===== config.mk =====
export PLATFORM = sky130hd
export DESIGN_NAME = mdio_c45_master
export DESIGN_NICKNAME = d
export VERILOG_FILES = /design/src/rtl/mdio_pkg.sv /design/src/rtl/mdio_clk_gen.sv /design/src/rtl/mdio_frame_engine.sv /design/src/rtl/mdio_c45_master.sv
export SDC_FILE = /design/constraint.sdc
export NUM_CORES = 1
export LEC_CHECK = 0
export CORE_MARGIN = 1.5
export CORE_UTILIZATION = 40
export CTS_CLUSTER_SIZE = 40
export DETAILED_ROUTE_END_ITERATION = 6
export PLACE_DENSITY = 0.63
export SLEW_MARGIN = 20
export SYNTH_ARGS = -nofsm -noshare
export SYNTH_HDL_FRONTEND = slang
export SYNTH_SLANG_ARGS = --single-unit

===== constraint.sdc =====
create_clock -name clk -period 8.4 [get_ports clk]
set_input_delay 1.26 -clock clk [delete_from_list [all_inputs] [get_ports clk]]
set_output_delay 1.26 -clock clk [all_outputs]
set_load 0.01 [all_outputs]

===== src/rtl/mdio_pkg.sv =====
// Package: shared constants and types for the Clause 45 MDIO master.
// Assumes a 32-bit register port with four word offsets.
package mdio_pkg;

    // Frame kind; the encoding equals the two opcode bits sent on the wire.
    typedef enum logic [1:0] {
        FK_ADDR  = 2'b00,
        FK_WRITE = 2'b01,
        FK_READ  = 2'b11
    } frame_kind_e;

    localparam int REG_W = 32;

    // Register offsets
    localparam logic [1:0] RA_CFG     = 2'd0;
    localparam logic [1:0] RA_CMD     = 2'd1;
    localparam logic [1:0] RA_REGADDR = 2'd2;
    localparam logic [1:0] RA_DATA    = 2'd3;

    // Field positions
    localparam int CFG_BUSY_BIT  = 0;
    localparam int CFG_RDERR_BIT = 1;
    localparam int CFG_DIV_LSB   = 8;
    localparam int CMD_READ_BIT  = 15;
    localparam int DATA_BUSY_BIT = 31;

endpackage


===== src/rtl/mdio_clk_gen.sv =====
// Module: mdio_clk_gen
// Makes MDC from the system clock while a frame runs. Each half period lasts
// max(half_cnt,1) cycles. Gives one-cycle strobes on the edges where MDC is about to
// rise or fall. Assumes half_cnt is stable while run is high. MDC idles low.
module mdio_clk_gen #(
    parameter int DIV_W = 8
) (
    input  logic             clk,
    input  logic             rst_n,
    input  logic             run,
    input  logic [DIV_W-1:0] half_cnt,
    output logic             mdc,
    output logic             rise_evt,
    output logic             fall_evt
);

    logic [DIV_W-1:0] cnt;
    logic [DIV_W-1:0] limit;
    logic             tick;

    // Half-period length with a floor of one cycle, and the toggle condition
    always_comb begin
        limit    = (half_cnt == '0) ? DIV_W'(1) : half_cnt;
        tick     = run && (cnt >= limit - 1'b1);
        rise_evt = tick && !mdc;
        fall_evt = tick && mdc;
    end

    // Half-period counter and MDC toggle flop
    always_ff @(posedge clk) begin
        if (!rst_n) begin
            cnt <= '0;
            mdc <= 1'b0;
        end else if (!run) begin
            cnt <= '0;
            mdc <= 1'b0;
        end else if (tick) begin
            cnt <= '0;
            mdc <= !mdc;
        end else begin
            cnt <= cnt + 1'b1;
        end
    end

endmodule


===== src/rtl/mdio_frame_engine.sv =====
// Module: mdio_frame_engine
// Serialises one Clause 45 frame: preamble, start, opcode, port, device,
// turnaround and 16 payload bits. The line is updated on fall strobes and sampled
// on rise strobes. On reads it releases the line at the first turnaround bit,
// checks the second turnaround bit and shifts in the data bits. Assumes start is
// raised only while idle.
module mdio_frame_engine
    import mdio_pkg::*;
#(
    parameter int PRE_BITS = 32
) (
    input  logic        clk,
    input  logic        rst_n,
    input  logic        start,
    input  frame_kind_e kind,
    input  logic [4:0]  prt,
    input  logic [4:0]  dev,
    input  logic [15:0] payload,
    input  logic        rise_evt,
    input  logic        fall_evt,
    input  logic        mdio_i,
    output logic        active,
    output frame_kind_e kind_q,
    output logic        mdio_o,
    output logic        mdio_oe,
    output logic        finish,
    output logic [15:0] rd_data,
    output logic        ta_err
);

    localparam int FRAME_LEN = PRE_BITS + 32;
    localparam int IDX_W     = $clog2(FRAME_LEN);
    localparam logic [IDX_W-1:0] LAST_POS = IDX_W'(FRAME_LEN - 1);
    localparam logic [IDX_W-1:0] PRE_TA   = IDX_W'(PRE_BITS + 13);
    localparam logic [IDX_W-1:0] TA2_POS  = IDX_W'(PRE_BITS + 15);
    localparam logic [IDX_W-1:0] DATA_POS = IDX_W'(PRE_BITS + 16);

    logic [FRAME_LEN-1:0] frame_vec;
    logic [FRAME_LEN-1:0] shreg;
    logic [IDX_W-1:0]     idx;

    // Assemble the full frame from the launch fields
    always_comb begin
        frame_vec = {{PRE_BITS{1'b1}}, 2'b00, kind, prt, dev, 2'b10, payload};
        finish    = active && fall_evt && (idx == LAST_POS);
    end

    // Frame state: launch, bit advance on MDC fall, line release and end of frame
    always_ff @(posedge clk) begin
        if (!rst_n) begin
            active  <= 1'b0;
            kind_q  <= FK_ADDR;
            shreg   <= '0;
            idx     <= '0;
            mdio_o  <= 1'b0;
            mdio_oe <= 1'b0;
        end else if (start && !active) begin
            active  <= 1'b1;
            kind_q  <= kind;
            shreg   <= frame_vec;
            idx     <= '0;
            mdio_o  <= frame_vec[FRAME_LEN-1];
            mdio_oe <= 1'b1;
        end else if (active && fall_evt) begin
            if (idx == LAST_POS) begin
                active  <= 1'b0;
                mdio_oe <= 1'b0;
                mdio_o  <= 1'b0;
            end else begin
                idx    <= idx + 1'b1;
                shreg  <= {shreg[FRAME_LEN-2:0], 1'b0};
                mdio_o <= shreg[FRAME_LEN-2];
                if (kind_q == FK_READ && idx == PRE_TA) begin
                    mdio_oe <= 1'b0;
                end
            end
        end
    end

    // Read capture: turnaround check and data shift on MDC rise
    always_ff @(posedge clk) begin
        if (!rst_n) begin
            rd_data <= '0;
            ta_err  <= 1'b0;
        end else if (start && !active) begin
            rd_data <= '0;
            ta_err  <= 1'b0;
        end else if (active && rise_evt && kind_q == FK_READ) begin
            if (idx == TA2_POS) begin
                ta_err <= mdio_i;
            end
            if (idx >= DATA_POS) begin
                rd_data <= {rd_data[14:0], mdio_i};
            end
        end
    end

endmodule


===== src/rtl/mdio_c45_master.sv =====
// Module: mdio_c45_master (top)
// Register front end of the Clause 45 MDIO master. It holds the divider, the
// combined port/device address, the register number and the data word. It turns
// frame-starting writes into launches and drops them while a frame runs.
// Assumes one-cycle write strobes. Read-back is combinational and has no side effects.
module mdio_c45_master
    import mdio_pkg::*;
#(
    parameter int             DIV_W    = 8,
    parameter logic [DIV_W-1:0] DIV_RST = DIV_W'(50),
    parameter int             PRE_BITS = 32
) (
    input  logic             clk,
    input  logic             rst_n,
    input  logic             reg_wr,
    input  logic [1:0]       reg_addr,
    input  logic [REG_W-1:0] reg_wdata,
    output logic [REG_W-1:0] reg_rdata,
    output logic             mdc,
    output logic             mdio_o,
    output logic             mdio_oe,
    input  logic             mdio_i
);

    logic [DIV_W-1:0] div_q;
    logic [7:0]       phy_addr_q;
    logic [15:0]      regaddr_q;
    logic [15:0]      data_q;
    logic             rd_err_q;

    logic             eng_active;
    frame_kind_e      eng_kind;
    logic             eng_finish;
    logic [15:0]      eng_rd_data;
    logic             eng_ta_err;
    logic             rise_evt;
    logic             fall_evt;

    logic             wr_cfg, wr_cmd, wr_ra, wr_dat;
    logic             go_addr, go_write, go_read, go_any;
    frame_kind_e      go_kind;
    logic [7:0]       go_addr8;
    logic             addr_busy, data_busy;

    // Decode writes and decide whether a frame launches this cycle
    always_comb begin
        wr_cfg   = reg_wr && (reg_addr == RA_CFG);
        wr_cmd   = reg_wr && (reg_addr == RA_CMD);
        wr_ra    = reg_wr && (reg_addr == RA_REGADDR);
        wr_dat   = reg_wr && (reg_addr == RA_DATA);
        go_addr  = wr_ra && !eng_active;
        go_write = wr_dat && !eng_active;
        go_read  = wr_cmd && reg_wdata[CMD_READ_BIT] && !eng_active;
        go_any   = go_addr || go_write || go_read;
        go_kind  = go_addr ? FK_ADDR : (go_write ? FK_WRITE : FK_READ);
        go_addr8 = go_read ? reg_wdata[7:0] : phy_addr_q;
        addr_busy = eng_active && (eng_kind == FK_ADDR);
        data_busy = eng_active && (eng_kind != FK_ADDR);
    end

    // Software-visible register state
    always_ff @(posedge clk) begin
        if (!rst_n) begin
            div_q      <= DIV_RST;
            phy_addr_q <= '0;
            regaddr_q  <= '0;
            data_q     <= '0;
            rd_err_q   <= 1'b0;
        end else begin
            if (wr_cfg) begin
                div_q <= reg_wdata[CFG_DIV_LSB +: DIV_W];
            end
            if (wr_cmd && !(reg_wdata[CMD_READ_BIT] && eng_active)) begin
                phy_addr_q <= reg_wdata[7:0];
            end
            if (go_addr) begin
                regaddr_q <= reg_wdata[15:0];
            end
            if (go_write) begin
                data_q <= reg_wdata[15:0];
            end
            if (go_read) begin
                rd_err_q <= 1'b0;
            end
            if (eng_finish && eng_kind == FK_READ) begin
                data_q   <= eng_rd_data;
                rd_err_q <= eng_ta_err;
            end
        end
    end

    // Combinational read-back multiplexer
    always_comb begin
        reg_rdata = '0;
        unique case (reg_addr)
            RA_CFG: begin
                reg_rdata[CFG_DIV_LSB +: DIV_W] = div_q;
                reg_rdata[CFG_RDERR_BIT]        = rd_err_q;
                reg_rdata[CFG_BUSY_BIT]         = addr_busy;
            end
            RA_CMD:     reg_rdata[7:0]  = phy_addr_q;
            RA_REGADDR: reg_rdata[15:0] = regaddr_q;
            default: begin
                reg_rdata[15:0]          = data_q;
                reg_rdata[DATA_BUSY_BIT] = data_busy;
            end
        endcase
    end

    mdio_clk_gen #(
        .DIV_W    (DIV_W)
    ) i_clk_gen (
        .clk      (clk),
        .rst_n    (rst_n),
        .run      (eng_active),
        .half_cnt (div_q),
        .mdc      (mdc),
        .rise_evt (rise_evt),
        .fall_evt (fall_evt)
    );

    mdio_frame_engine #(
        .PRE_BITS (PRE_BITS)
    ) i_engine (
        .clk      (clk),
        .rst_n    (rst_n),
        .start    (go_any),
        .kind     (go_kind),
        .prt      ({2'b00, go_addr8[7:5]}),
        .dev      (go_addr8[4:0]),
        .payload  (reg_wdata[15:0]),
        .rise_evt (rise_evt),
        .fall_evt (fall_evt),
        .mdio_i   (mdio_i),
        .active   (eng_active),
        .kind_q   (eng_kind),
        .mdio_o   (mdio_o),
        .mdio_oe  (mdio_oe),
        .finish   (eng_finish),
        .rd_data  (eng_rd_data),
        .ta_err   (eng_ta_err)
    );

endmodule


### Word-level counts from Yosys, hierarchy flattened

Index checks and enable logic that the tools add are counted.

* reductions and logical operators: 46
* $lt $le $gt $ge: 2
* add/subtract/negate cells: 3
* shifts and indexed selects: 0
* bitwise operators: 3
* div/mod/pow operators: 0
* muxes and demuxes: 25
* equal/unequal tests: 8
* multipliers: 0

Operators with widths (number)
* $mux 63: 3
* $mux 16: 2
* $pmux 8 s3: 1
* $logic_and 1x1->1: 22
* $eq 6x6->1 const B: 3
* $pmux 6 s3: 1
* $mux 8: 2
* $reduce_and 2->1: 7
* $mux 1: 13
* $reduce_bool 2->1: 5
* $add 8x1->8 const B: 1
* $ge 8x8->1: 1
* $logic_not 8->1: 1
* $sub 8x1->8 const B: 1
* $add 6x1->6 const B: 1
* $eq 2x2->1 const B: 3
* $ge 6x6->1 const B: 1
* $pmux 2 s3: 1
* $reduce_or 3->1: 2
* $logic_not 2->1: 2
* $mux 2: 2
* $logic_not 1->1: 3
* $not 1->1: 3
* $reduce_bool 3->1: 1
* other kinds (4): 5

* output and inout bits: 35
* RAM bits: 0
* memories: 0
* bits in latches: 0
* input bits: 38
* logic and storage cells: 103
* flip-flop bits (word level): 149
* bits in read-only memories: 0

### Logic depth before layout (Yosys ltp)

* depth in word-level cells: 10
* gate-level depth with buffers: 14
* gate-level depth less buffers: 12

### Modules after synthesis

A second synthesis with hierarchy kept.

* cells, all modules: 777
* area, all modules: 7009.2 um2

By module, submodules not included
* mdio_frame_engine: seq. area each 1821.7 um2, cells an instance 392, instances 1, area an instance 3677.3 um2
* mdio_c45_master: seq. area each 980.9 um2, cells an instance 302, instances 1, area an instance 2595.0 um2
* mdio_clk_gen: seq. area each 180.2 um2, cells an instance 83, instances 1, area an instance 737.0 um2

### Worst setup path before layout

Ideal clock, no wire load.

* kind: input to output
* from: in reg_addr[1]
* to: out reg_rdata[10]
* data arrival time: 2394 ps
* required time: 7140 ps
* path buffers: 3
* path slack: 4746 ps
* stages: 5
* cells stage by stage: buf_2 > buf_1 > buf_2 > mux2i_1 > o21ai_0

* cells in the longest elaborated chain, start to end: 2

RTL lines
* from (decl): RTL line mdio_c45_master.sv:16 `input logic [1:0] reg_addr,`
* $eq 2x2->1 (tied with other cells): RTL line mdio_c45_master.sv:95 `unique case (reg_addr)`
* $pmux 8 s3 (*): RTL line mdio_c45_master.sv:95
* to (decl): RTL line mdio_c45_master.sv:18 `output logic [REG_W-1:0] reg_rdata,`

Every way passes the cells marked *; elsewhere a longest branch is shown, timed or not.

### Final worst setup path

* from: in reg_addr[1]
* to: out reg_rdata[13]

Same word-level chain as after synthesis.

==> run metrics <==
largest cells by area after synthesis=dfxtp_1 (44%), nand2_1 (7.9%), nor3_1 (6.0%); switching portion of total power=0.2361; WP data arrival=3.79 ns; vias per cell=between 5 and 6; clock tree buffer depth=2; syn avg cell area=a little over 8 µm²; required time worst endpoint=slightly above 7 ns; worst skew pair latency=approximately 0.43 ns; share of cells above drive strength 1=0.07394; Routed WL per cell=15.52 µm; clock skew=between 0.007 and 0.008 ns; Max Transition Viols Final=0; die area=17,820 µm²; R2R Path End=data_q[11]$_SDFFE_PN0P_; FF+latch count, synth=~150; Total Neg Setup Slack=0 ns; actual slew at the worst max-slew pin=0.9270 ns; Max-Cap Viols=0; Sink Count=~150; VDD IR-drop max=roughly 0.15 mV; vias in the first global route=slightly above 5,000; Reg2Reg Depth=11; DRC=0; final setup violation count=0; Post-synth top flop=dfxtp_1; Min-Delay Path Class=flip-flop to flip-flop; Seq/Total Area, Yosys=0.4380; Startpoint Class=input port; Worst Hold Path Cells=2; final net count=891; relative slew slack=0.3820; post-CTS setup buffers=0; first-pass GRT wire length=27.01 mm; largest net degree at the start of global routing=83; EDFF count, synth=0; FMAX=between 0.15 and 0.2 GHz; RSZ-0062 raised after global routing=false; drt first pass iters=4; TritonCTS clock tree=yes; Cell variety after synth=57; # hold bufs at CTS=0; Syn Std Cell Area=roughly 6800 µm²; reg2reg setup slack=~4.3 ns; synthesized instance count=between 800 and 900; drt total wl=between 15 and 20 mm; Crit. End Element=output port; Initial Util=0.4107; Area Growth Syn to Fin=14.48%; HP Start=i_engine.shreg[25]$_SDFFE_PN0P_; Clock Pin Slew Worst Setup and Hold Paths=about 0.060 ns; Logic pwr share=0.084; I/O Pins=between 70 and 80; # diodes=0; Die H=133.5 µm; global router's overall resource usage=0.1906; H-tree Lvls=4; CP Max Fanout=26; total power=1.669 mW; Row Count=47; global placement routability congestion=approximately 0.79; clock root cell=clkbuf_16; Leak=between 2 and 3 nW; antenna violations before repair=0; outcome=finished, final reports clean; Post-DRT Antenna Nets=0; cts repair resizes=0; asr flop ratio synth=0; Synth area leader=dfxtp_1; crit path kind=input port to output port; sequential power share=0.451; count of final hold-check violations=0; Tmin final=a little over 5 ns; Pint=~1.3 mW; hpwl dp=approximately 10 mm; switching power=about 390 µW; initial DRC count=417; PortBufs=41; core footprint=around 17,000 µm²; pwr/cell area=between 200 and 250 nW/µm²; Overflow after GRT=0; top cells by count, synth=dfxtp_1 (149), nand2_1 (144), nor3_1 (81); part of the power in the clock network=0.465; Worst Hold End=i_engine.shreg[26]$_SDFFE_PP0P_; vias=between 5,000 and 6,000; die outline width=between 100 and 150 µm; reg2reg start=div_q[2]$_SDFFE_PN0P_; # fillers=between 1,500 and 2,000; Num CTS Buffers=17; final period utilization=0.6012; share of the synthesized area in the top cell type=0.4380; top-count cell post-synth=dfxtp_1; synth warn=0
cell usage in the layout, fill, tap and decap left out, drive strengths merged, types with 6 or more instances in the layout:
cell type	count
o221ai	12
o21ai	42
nor3	81
and2	6
nand4	8
nand2	145
clkbuf	21
a21oi	39
nor2	63
mux2i	19
clkdlybuf4s50	40
a311oi	16
dfxtp	149
ha	12
inv	8
xor2	8
mux2	6
o211ai	11
conb	15
nand3	80
buf	10
a22o	6
logic make-up after synthesis:
| family | count (synthesis) | synth area share |
|---|---|---|
| xor+xnor | 12 | 0.01543 |
| simple gates | 409 | 0.2761 |
| flops | 149 | 0.4380 |
| mux | 27 | 0.04446 |
| compound gates | 140 | 0.1343 |
| fa+ha+maj | 12 | 0.02205 |
| other cells | 1 | 0.0005506 |
| buf+inv | 90 | 0.06908 |
sequential cells by signal, indices dropped and copies added (netlist names):
| name | cells |
|---|---|
| data_q | 16 |
| i_engine.mdio_o | 1 |
| i_clk_gen.cnt | 8 |
| regaddr_q | 16 |
| div_q | 8 |
| i_clk_gen.mdc | 1 |
| i_engine.idx | 6 |
| i_engine.active | 1 |
| i_engine.shreg | 63 |
| i_engine.rd_data | 16 |
| i_engine.mdio_oe | 1 |
| rd_err_q | 1 |
| i_engine.kind_q | 2 |
| i_engine.ta_err | 1 |
| phy_addr_q | 8 |
area by class of cell:
class                           count  area (µm²)  share of cell area
Sequential cell                   149        2983              0.3826
Inverter                            8       30.03            0.003852
Clock inverter                      9       127.6             0.01637
Multi-Input combinational cell    615        3437              0.4409
Timing Repair Buffer               50       473.0             0.06066
Tap cell                          220       275.3             0.03531
Clock buffer                       21       470.5             0.06034
worst max-delay path: stages:
cell             delay, ns
clkdlybuf4s50_1       0.84
buf_4                 0.39
and2_1                0.17
buf_4                 0.29
nand2_1               0.08
o21ai_0               0.13
clkdlybuf4s50_1       0.60
per-layer routing:
| layer | part of all wire | GRT usage | up-vias |
|---|---|---|---|
| li1 | - | - | 2935 |
| met1 | 0.49 | 0.2684 | 2706 |
| met2 | 0.45 | 0.2913 | 128 |
| met3 | 0.039 | 0.03653 | 19 |
| met4 | 0.014 | 0.06763 | 0 |
| met5 | 0 | 0 | - |
stage by stage:
step,utilization,setup WS (ns),cell area [µm²],cells,hold WS (ns)
3_5_place_dp,0.4331,3.338,7182,1042,0.4454
5_1_grt,0.4701,3.236,7796,1072,0.4709
6_report,0.4701,3.350,7796,1072,0.4509
4_1_cts,0.4691,3.350,7780,1072,0.4538
3_3_place_gp,0.4331,3.361,7182,1042,0.4386
2_1_floorplan,-,4.746,6863,854,0.4321
power groups by stage:
stage                     Sequential (mW)  Clock, mW  Combinational [mW]
after floorplan                     0.764          0              0.0992
after global placement              0.768          0               0.137
after detailed placement            0.768          0               0.139
after CTS                           0.753      0.790               0.139
after global routing                0.757      0.817               0.154
final                               0.753      0.776               0.139
worst max-delay path by stage:
| stage | from | slack [ns] | end | cells after the start |
|---|---|---|---|---|
| global route | reg_addr[1] | 3.24 | reg_rdata[13] | 7 |
| floorplan | reg_addr[1] | 4.75 | reg_rdata[10] | 5 |
| CTS | reg_addr[1] | 3.35 | reg_rdata[13] | 7 |
| finish | reg_addr[1] | 3.35 | reg_rdata[13] | 7 |
| detailed placement | reg_addr[1] | 3.34 | i_engine.rd_data[0]$_SDFFE_PP0P_ | 9 |
| global placement | reg_addr[1] | 3.36 | reg_rdata[13] | 7 |
No activity file was read; power rests on OpenSTA's default activity.
